--- src/rtl/hostport_pkg.sv ---
`timescale 1ns/1ps
// Shared definitions for the host access port.
// Assumes: memory space is a single bit, program = 0, data = 1.
package hostport_pkg;
    typedef enum logic {
        SPACE_PM = 1'b0,
        SPACE_DM = 1'b1
    } space_e;
endpackage

--- src/rtl/hostport_strobe.sv ---
`timescale 1ns/1ps
// Falling-edge detector for N active-low host strobes, gated by select.
// Assumes: strobes are synchronous to clk; one event per falling edge.
module hostport_strobe #(
    parameter int N = 3
) (
    input  logic         clk,
    input  logic         rst_n,
    input  logic         sel_n,
    input  logic [N-1:0] strb_n,
    output logic [N-1:0] evt
);
    logic [N-1:0] prev_q;

    for (genvar i = 0; i < N; i++) begin : g_strb
        // Remember the previous level of strobe i.
        always_ff @(posedge clk) begin
            if (!rst_n) prev_q[i] <= 1'b1;
            else        prev_q[i] <= strb_n[i];
        end
        // An event is a high-to-low transition while the port is selected.
        assign evt[i] = prev_q[i] & ~strb_n[i] & ~sel_n;
    end
endmodule

--- src/rtl/hostport_regs.sv ---
`timescale 1ns/1ps
// Control and overlay registers with core access and address stepping.
// Assumes: DW = AW + 2 (bit DW-1 picks overlay, bit DW-2 is the space).
// A core write takes priority over a host latch in the same cycle.
module hostport_regs
    import hostport_pkg::*;
#(
    parameter int          DW        = 16,
    parameter int          AW        = 14,
    parameter int          PGW       = 4,
    parameter logic [13:0] CTRL_ADDR = 14'h3FE0,
    parameter logic [13:0] OVL_ADDR  = 14'h3FE7
) (
    input  logic           clk,
    input  logic           rst_n,
    input  logic           latch_evt,
    input  logic [DW-1:0]  host_din,
    input  logic           core_wr_en,
    input  logic [AW-1:0]  core_addr,
    input  logic [DW-1:0]  core_wdata,
    input  logic           addr_inc,
    output logic [AW-1:0]  cur_addr,
    output space_e         cur_space,
    output logic [PGW-1:0] pm_page,
    output logic [PGW-1:0] dm_page,
    output logic [DW-1:0]  core_rdata
);
    localparam int OVW     = 2 * PGW;
    localparam int SEL_BIT = DW - 1;
    localparam int SPC_BIT = DW - 2;

    logic [OVW-1:0] ovl_q;
    logic [AW-1:0]  addr_q;
    space_e         space_q;
    logic           ctl_go;
    logic [DW-1:0]  ctl_word;
    logic           ovl_go;

    // Pick the source of a control-word load: core first, else host latch.
    always_comb begin
        ctl_go   = latch_evt;
        ctl_word = host_din;
        if (core_wr_en && core_addr == CTRL_ADDR) begin
            ctl_go   = 1'b1;
            ctl_word = core_wdata;
        end
        ovl_go = core_wr_en && (core_addr == OVL_ADDR);
    end

    // Overlay register: direct core write or control word with select bit set.
    always_ff @(posedge clk) begin
        if (!rst_n)                         ovl_q <= '0;
        else if (ovl_go)                    ovl_q <= core_wdata[OVW-1:0];
        else if (ctl_go && ctl_word[SEL_BIT]) ovl_q <= ctl_word[OVW-1:0];
    end

    // Address and space: load from a control word, else step after an access.
    always_ff @(posedge clk) begin
        if (!rst_n) begin
            addr_q  <= '0;
            space_q <= SPACE_PM;
        end else if (ctl_go && !ctl_word[SEL_BIT]) begin
            addr_q  <= ctl_word[AW-1:0];
            space_q <= space_e'(ctl_word[SPC_BIT]);
        end else if (addr_inc) begin
            addr_q  <= addr_q + 1'b1;
        end
    end

    // Readback mux for the core; reserved bits stay zero.
    always_comb begin
        core_rdata = '0;
        if (core_addr == CTRL_ADDR) begin
            core_rdata[AW-1:0]  = addr_q;
            core_rdata[SPC_BIT] = space_q;
        end else if (core_addr == OVL_ADDR) begin
            core_rdata[OVW-1:0] = ovl_q;
        end
    end

    assign cur_addr  = addr_q;
    assign cur_space = space_q;
    assign pm_page   = ovl_q[OVW-1:PGW];
    assign dm_page   = ovl_q[PGW-1:0];
endmodule

--- src/rtl/hostport_xfer.sv ---
`timescale 1ns/1ps
// Access sequencer: turns accepted strobes into memory requests and
// times the busy window (minimum BUSY_CYC cycles and until grant).
// Assumes: strobes arriving while busy are dropped; write beats read.
module hostport_xfer #(
    parameter int DW       = 16,
    parameter int BUSY_CYC = 2
) (
    input  logic          clk,
    input  logic          rst_n,
    input  logic          rd_evt,
    input  logic          wr_evt,
    input  logic [DW-1:0] host_din,
    input  logic          mem_gnt,
    input  logic [DW-1:0] mem_rdata,
    output logic          busy,
    output logic          mem_req,
    output logic          mem_we,
    output logic [DW-1:0] mem_wdata,
    output logic          addr_inc,
    output logic [DW-1:0] host_rdata
);
    localparam int CW = $clog2(BUSY_CYC + 1);
    localparam logic [CW-1:0] BUSY_LD = CW'(BUSY_CYC);

    logic          pend_q;
    logic          we_q;
    logic [DW-1:0] wdata_q;
    logic [DW-1:0] rdata_q;
    logic [CW-1:0] cnt_q;
    logic          start;

    assign busy     = pend_q || (cnt_q != '0);
    assign start    = (rd_evt || wr_evt) && !busy;
    assign addr_inc = pend_q && mem_gnt;

    // Launch an access, count down the minimum window, retire on grant.
    always_ff @(posedge clk) begin
        if (!rst_n) begin
            pend_q  <= 1'b0;
            we_q    <= 1'b0;
            wdata_q <= '0;
            rdata_q <= '0;
            cnt_q   <= '0;
        end else if (start) begin
            pend_q <= 1'b1;
            we_q   <= wr_evt;
            cnt_q  <= BUSY_LD;
            if (wr_evt) wdata_q <= host_din;
        end else begin
            if (cnt_q != '0) cnt_q <= cnt_q - 1'b1;
            if (pend_q && mem_gnt) begin
                pend_q <= 1'b0;
                if (!we_q) rdata_q <= mem_rdata;
            end
        end
    end

    assign mem_req    = pend_q;
    assign mem_we     = we_q;
    assign mem_wdata  = wdata_q;
    assign host_rdata = rdata_q;
endmodule

--- src/rtl/hostport_ack.sv ---
`timescale 1ns/1ps
// Acknowledge line driver: open-drain (pull low while busy) or push-pull.
// Assumes: od_mode is static during operation.
module hostport_ack (
    input  logic busy,
    input  logic od_mode,
    output logic ack_out,
    output logic ack_oe
);
    // Choose level and enable from the drive mode.
    always_comb begin
        if (od_mode) begin
            ack_out = 1'b0;
            ack_oe  = busy;
        end else begin
            ack_out = ~busy;
            ack_oe  = 1'b1;
        end
    end
endmodule

--- src/rtl/hostport_ctl.sv ---
`timescale 1ns/1ps
// Host indirect memory access port: strobe decode, register file,
// access sequencing, bank page selection and acknowledge drive.
// Assumes: host strobes synchronous to clk; core does not rewrite the
// control register while an access is outstanding.
module hostport_ctl
    import hostport_pkg::*;
#(
    parameter int          DW        = 16,
    parameter int          AW        = 14,
    parameter int          PGW       = 4,
    parameter int          BUSY_CYC  = 2,
    parameter logic [13:0] CTRL_ADDR = 14'h3FE0,
    parameter logic [13:0] OVL_ADDR  = 14'h3FE7
) (
    input  logic           clk,
    input  logic           rst_n,
    input  logic           ack_od,
    input  logic           host_sel_n,
    input  logic           host_latch_n,
    input  logic           host_rd_n,
    input  logic           host_wr_n,
    input  logic [DW-1:0]  host_din,
    output logic [DW-1:0]  host_rdata,
    output logic           host_ack_out,
    output logic           host_ack_oe,
    input  logic           core_wr_en,
    input  logic [AW-1:0]  core_addr,
    input  logic [DW-1:0]  core_wdata,
    output logic [DW-1:0]  core_rdata,
    output logic           mem_req,
    output logic           mem_we,
    output logic           mem_space,
    output logic [AW-1:0]  mem_addr,
    output logic [PGW-1:0] mem_page,
    output logic [DW-1:0]  mem_wdata,
    input  logic           mem_gnt,
    input  logic [DW-1:0]  mem_rdata
);
    localparam int NSTRB = 3;
    localparam int IX_LATCH = 0;
    localparam int IX_RD    = 1;
    localparam int IX_WR    = 2;

    logic [NSTRB-1:0] evt;
    logic [AW-1:0]    cur_addr;
    space_e           cur_space;
    logic [PGW-1:0]   pm_page;
    logic [PGW-1:0]   dm_page;
    logic             addr_inc;
    logic             busy;
    logic             latch_ok;
    logic             in_window;

    hostport_strobe #(.N(NSTRB)) u_strobe (
        .clk    (clk),
        .rst_n  (rst_n),
        .sel_n  (host_sel_n),
        .strb_n ({host_wr_n, host_rd_n, host_latch_n}),
        .evt    (evt)
    );

    // Latch cycles are dropped while an access is in progress.
    assign latch_ok = evt[IX_LATCH] && !busy;

    hostport_regs #(
        .DW(DW), .AW(AW), .PGW(PGW),
        .CTRL_ADDR(CTRL_ADDR), .OVL_ADDR(OVL_ADDR)
    ) u_regs (
        .clk        (clk),
        .rst_n      (rst_n),
        .latch_evt  (latch_ok),
        .host_din   (host_din),
        .core_wr_en (core_wr_en),
        .core_addr  (core_addr),
        .core_wdata (core_wdata),
        .addr_inc   (addr_inc),
        .cur_addr   (cur_addr),
        .cur_space  (cur_space),
        .pm_page    (pm_page),
        .dm_page    (dm_page),
        .core_rdata (core_rdata)
    );

    hostport_xfer #(.DW(DW), .BUSY_CYC(BUSY_CYC)) u_xfer (
        .clk        (clk),
        .rst_n      (rst_n),
        .rd_evt     (evt[IX_RD]),
        .wr_evt     (evt[IX_WR]),
        .host_din   (host_din),
        .mem_gnt    (mem_gnt),
        .mem_rdata  (mem_rdata),
        .busy       (busy),
        .mem_req    (mem_req),
        .mem_we     (mem_we),
        .mem_wdata  (mem_wdata),
        .addr_inc   (addr_inc),
        .host_rdata (host_rdata)
    );

    hostport_ack u_ack (
        .busy    (busy),
        .od_mode (ack_od),
        .ack_out (host_ack_out),
        .ack_oe  (host_ack_oe)
    );

    // Bank page: program pages the upper half, data pages the lower half.
    always_comb begin
        in_window = (cur_space == SPACE_PM) ? cur_addr[AW-1] : !cur_addr[AW-1];
        if (!in_window)                mem_page = '0;
        else if (cur_space == SPACE_PM) mem_page = pm_page;
        else                           mem_page = dm_page;
    end

    assign mem_addr  = cur_addr;
    assign mem_space = cur_space;
endmodule

--- config.mk ---
export PLATFORM = sky130hd
export DESIGN_NAME = hostport_ctl
export DESIGN_NICKNAME = d
export VERILOG_FILES = /design/src/rtl/hostport_pkg.sv /design/src/rtl/hostport_strobe.sv /design/src/rtl/hostport_regs.sv /design/src/rtl/hostport_xfer.sv /design/src/rtl/hostport_ack.sv /design/src/rtl/hostport_ctl.sv
export SDC_FILE = /design/constraint.sdc
export NUM_CORES = 1
export LEC_CHECK = 0
export ABC_AREA = 1
export BUFFER_PORTS_ARGS = -buffer_cell sky130_fd_sc_hd__buf_2
export CORE_MARGIN = 5
export CORE_UTILIZATION = 43
export CTS_BUF_LIST = sky130_fd_sc_hd__clkbuf_8
export CTS_CLUSTER_DIAMETER = 50
export CTS_CLUSTER_SIZE = 10
export DETAILED_ROUTE_END_ITERATION = 6
export MAX_ROUTING_LAYER = met4
export PLACE_DENSITY_LB_ADDON = 0.12
export SYNTH_ARGS = -nofsm -noshare
export SYNTH_HDL_FRONTEND = slang
export SYNTH_HIERARCHICAL = 1
export SYNTH_SLANG_ARGS = --single-unit
export TNS_END_PERCENT = 50
--- constraint.sdc ---
create_clock -name clk -period 1.6 [get_ports clk]
set_input_delay 0.32 -clock clk [delete_from_list [all_inputs] [get_ports clk]]
set_output_delay 0.32 -clock clk [all_outputs]
set_load 0.005 [all_outputs]
-- After elaboration in Yosys (flattened, before gate mapping)
Cells that the tools add are included.
- bits in registers: 62
- bits in latches: 0
- bits in writable memories: 0
- bits in read-only memories: 0
- input bits: 71
- output and inout bits: 71
- word-level logic and storage cells: 68
- memories: 0
- add/subtract/negate cells: 2
- multiply operators: 0
- divide/modulo/power cells: 0
- $lt $le $gt $ge: 0
- equality and inequality tests: 2
- shift operators: 0
- muxes and demuxes: 18
- bitwise logic cells: 14
- reductions and logical operators: 20
- operators by type and width (cell ; count):
    $mux 8 ; 4
    $eq 14x14->1 const B ; 2
    $mux 14 ; 2
    $mux 16 ; 1
    $add 14x1->14 const B ; 1
    $reduce_bool 2->1 ; 5
    $mux 4 ; 2
    $not 1->1 ; 8
    $logic_and 1x1->1 ; 7
    $mux 7 ; 1
    $and 1x1->1 ; 6
    $mux 1 ; 6
    $mux 2 ; 2
    $logic_not 1->1 ; 3
    $reduce_and 3->1 ; 1
    $logic_or 1x1->1 ; 2
    $reduce_and 2->1 ; 1
    $reduce_or 2->1 ; 1
    $sub 2x1->2 const B ; 1

-- Longest topological paths before layout
- word-level depth: 8
- gate-level depth with buffers: 13
- gate-level depth less buffers: 13

-- By module
Netlist, hierarchy kept.
- modules (own cells, without submodules) (module ; times used ; cells an instance ; area each (um^2) ; seq. area each (um^2)):
    hostport_regs ; 1 ; 354 ; 1994.4 ; 460.4
    hostport_xfer ; 1 ; 163 ; 1350.0 ; 720.7
    hostport_strobe ; 1 ; 15 ; 105.1 ; 60.1
    hostport_ctl ; 1 ; 17 ; 68.8 ; 0.0
    hostport_ack ; 1 ; 3 ; 11.3 ; 0.0

-- Least setup slack after synthesis
No wires, ideal clock.
- path type: input to output
- start point: input port core_addr[4]
- end point: output port core_rdata[4]
- data arrival time: 1.381 ns
- required time: 1.280 ns
- setup slack: -0.101 ns
- cell stages on the path: 7
- path buffers: 2
- cell sequence: inv_1 nand4_2 nor2_4 buf_2 nand2_1 buf_2 o22ai_1
- longest elaborated chain between the ends: 3
- elaborated cells between the ends (all ways): 4
- those cells by class: 2 x eq/ne; 2 x mux
- RTL lines (what ; RTL line ; text):
    start: declaration ; hostport_ctl.sv:28 ; input logic [AW-1:0] core_addr,
    $eq 14x14->1 ; hostport_regs.sv:76 ; end else if (core_addr == OVL_ADDR) begin
    $mux 8 ; hostport_regs.sv:76 ;
    $mux 8 * ; hostport_regs.sv:73 ; if (core_addr == CTRL_ADDR) begin
    end: declaration ; hostport_ctl.sv:30 ; output logic [DW-1:0] core_rdata,
Every way passes the cells marked *; elsewhere a longest branch is shown, timed or not.

-- Worst setup path in the final report
- start point: input port core_addr[3]
- end point: output port core_rdata[7]
The elaborated chain is that of the path after synthesis.

==> results.yml <==
status:
  status: "finished, violations left"
  violations: "setup timing"
clock_tree:
  cts_sinks: 62
  cts_root_buf: "clkbuf_8"
  cts.path.max_buffers: 2
  cts.clk_slew.worst_paths_ns: 0.07
  clock_latency_ns: 0.34
  numCtsBuffers: 9
  cts_tree: "built"
  h-tree-depth: 3
timing:
  skew_ns: 0.0117
  hold_violations: 0
  period_minus_slack_ns: 1.63
  period_share_pct: 102
  setup_viol: 1
  finalWorstSetupSlack_ns: -0.0317
  timing.hold.ws_ns: 0.167
  rsz0062_at_grt: "yes"
  max_freq_mhz: 613
  relSlewSlack_pct: 65.8
  slew_violations: 0
  setup_tns_ns: -0.0317
  worst_pin_slew_ns: 0.512
power_and_ir_drop:
  power_density_mw_per_mm2: 739
  seq_power_share_pct: 45.3
  leakagePower_nw: 2.47
  clockPowerShare_pct: 37.2
  intPower_mw: 2.63
  ir_worst_vdd_uv: 650
  total_power_mw: 3.72
  p_sw_share_pct: 29.5
  pwr-share-comb_pct: 17.5
  switchingPower_mw: 1.10
critical_path:
  worstPathArrival_ns: 1.31
  required_ns: 1.28
  critPathKind: "input port to output pin"
  crit_path_end_kind: "output pin"
  path_max_fanout: 8
  reg2reg_slack_ns: 0.06
  start_kind: "input port"
  reg2regPathDepth: 10
  worstReg2RegStart: "u_regs/cur_addr[0]$_SDFFE_PN0P_"
  regToRegEndpoint: "u_regs/cur_addr[11]$_SDFFE_PN0P_"
worst_hold_path:
  min_path_type: "input port to flop"
  min_to: "u_strobe/prev_q[1]$_SDFF_PN1_"
  hold_depth: 3
  min_from: "host_rd_n"
place:
  dp_hpwl_microns: 8960
  port_buffers: 140
  dp.cells: 812
  routabilityCongestion: 0.867
cells_and_area:
  layout-drive-gt1-share_pct: 35.1
  n_fill_cell: 807
  fin_nets: 800
  layout.cells.non_filler: 840
  area_delta_synth_final_pct: 42.6
synth:
  synthTopCellsByArea: "dfxtp_1 (35%), nand2_1 (16%), nor2_1 (8.5%), o21ai_0 (5.7%), inv_1 (5.6%)"
  ys.warnings.count: 6
  synth_top_area_share_pct: 35.2
  seq_area_frac_synth_pct: 35.2
  yosys_register_bits: 62
  synth_cell_types: 32
  syn-instance-count: 552
  avgSynthCellArea_sq_um: 6.39
  synth_fp_nets: 624
  syn_area_sq_mm: 0.00353
  synth_area_leader_cell: "dfxtp_1"
floorplan:
  design.core.area_sq_mm: 0.00809
  die-area_sq_mm: 0.0101
  num_rows: 33
  die_h_microns: 101
  io_pins: 142
  initial_core_util_pct: 43.6
  fp.dieW_microns: 101
drt:
  drtAntennaViolNets: 0
  drt_wl_total_microns: 11900
  routed-via-count: 4270
  drtIter0Drc: 179
  wl_per_cell_microns: 14.1
  drt-pass1-iter-count: 5
  remaining_drc_errors: 0
  post_drt_via_cell_ratio: 5.08
global_routing:
  grt_pass1_vias: 3910
  grt_overflow: 0
  grt_pass1_wl_microns: 18100
  grt_max_degree: 25
  grt.total_usage_pct: 22.6
  antenna_found_initial: 2
run:
  cap_violations: 0
-- area by class of cell --
cell class                      instances  area [sq um]  area share [%]
Tap cell                              105           131            2.61
Clock inverter                          7          75.1            1.49
Antenna cell                            2          5.00          0.0994
Sequential cell                        62          1250            24.9
Timing Repair Buffer                  187          1120            22.3
Multi-Input combinational cell        408          2100            41.7
Clock buffer                            9           124            2.46
Inverter                               60           228            4.52
-- worst max-delay path, cell delays in order --
cell     delay (ns)
buf_2          0.11
nor2_2         0.11
nand2_2        0.08
buf_4          0.16
o21ai_0        0.28
o22ai_2        0.10
buf_2          0.14
-- per-stage QoR --
| stage | util [%] | cell area [sq um] | setup WS [ns] |
|---|---|---|---|
| floorplan | - | 3570 | 0.0117 |
| global placement | 56.4 | 4570 | -0.212 |
| detailed placement | 56.4 | 4570 | -0.233 |
| CTS | 59.5 | 4810 | -0.000692 |
| global route | 62.2 | 5030 | -0.0574 |
| finish | 62.2 | 5030 | -0.0317 |
-- how the worst max path moves through the flow --
| stage | end | slack [ns] | start |
|---|---|---|---|
| 6_report | core_rdata[7] | -0.03 | core_addr[3] |
| 5_1_grt | core_rdata[6] | -0.06 | core_addr[4] |
| 4_1_cts | core_rdata[7] | -0.0007 | core_addr[11] |
| 3_5_place_dp | u_regs/ovl_q[5]$_SDFFE_PN0P_ | -0.23 | core_addr[11] |
| 3_3_place_gp | u_regs/ovl_q[5]$_SDFFE_PN0P_ | -0.21 | core_addr[11] |
| 2_1_floorplan | u_regs/cur_addr[9]$_SDFFE_PN0P_ | 0.01 | u_xfer/cnt_q[0]$_SDFFE_PP0P_ |
-- power by group through the flow --
stage	Clock (mW)	Combinational, mW	Sequential (mW)
floorplan	0	0.322	1.72
detailed placement	0	0.616	1.72
global placement	0	0.605	1.72
CTS	1.41	0.621	1.68
global route	1.46	0.721	1.70
finish	1.39	0.650	1.69
-- flip-flops by register name, summed over array words and instances, names as in the netlist --
signal and cells:
u_xfer/cnt_q 2, u_xfer/host_rdata 16, u_xfer/mem_we 1, u_regs/ovl_q 8, u_regs/cur_space 1, u_xfer/mem_wdata 16, u_xfer/mem_req 1, u_strobe/prev_q 3
u_regs/cur_addr 14
-- kinds of logic after synthesis --
kind of cell	Yosys count	synth area share (%)
fa+ha+maj	1	0.354
compound gates	93	13.7
flops	62	35.2
xor+xnor	2	0.496
simple gates	310	40.0
buf+inv	83	10.2
other cells	1	0.106
-- cell usage after synthesis (all sizes together) --
library cell	count
clkbuf	3
o22ai	8
inv	57
dfxtp	62
a21oi	40
conb	1
o21ai	45
ha	1
clkinv	3
buf	20
nand4	31
or2	1
nor3	1
nor2	85
nand3	39
nand2	152
nor4	1
xor2	2
-- cells in the final DEF (no fill, tap or decap), drive strengths merged, types with 9 or more instances in the layout --
cell,count
a21oi,40
inv,60
nand2,153
dfxtp,62
o21ai,45
nand4,31
nor2,85
nand3,39
clkbuf,9
buf,187
-- routing by layer --
layer / track usage [%] / vias to the layer above / wire [microns]
li1: - / 2161 / -
met1: 28.7 / 1932 / 5130
met2: 36.9 / 160 / 5770
met3: 3.46 / 17 / 803
met4: 7.05 / 0 / 153
met5: - / - / 0
-- timing repair --
| item | 4_1_cts | 5_1_grt |
|---|---|---|
| hold buffers | 0 | 0 |
| pin swaps | 3 | 9 |
| resized for setup | 7 | 43 |
| endpoints found under the setup margin | 21 | 32 |
| gates cloned | 0 | 1 |
| buffers inserted | 2 | 7 |
No activity file was read; power rests on OpenSTA's default activity.
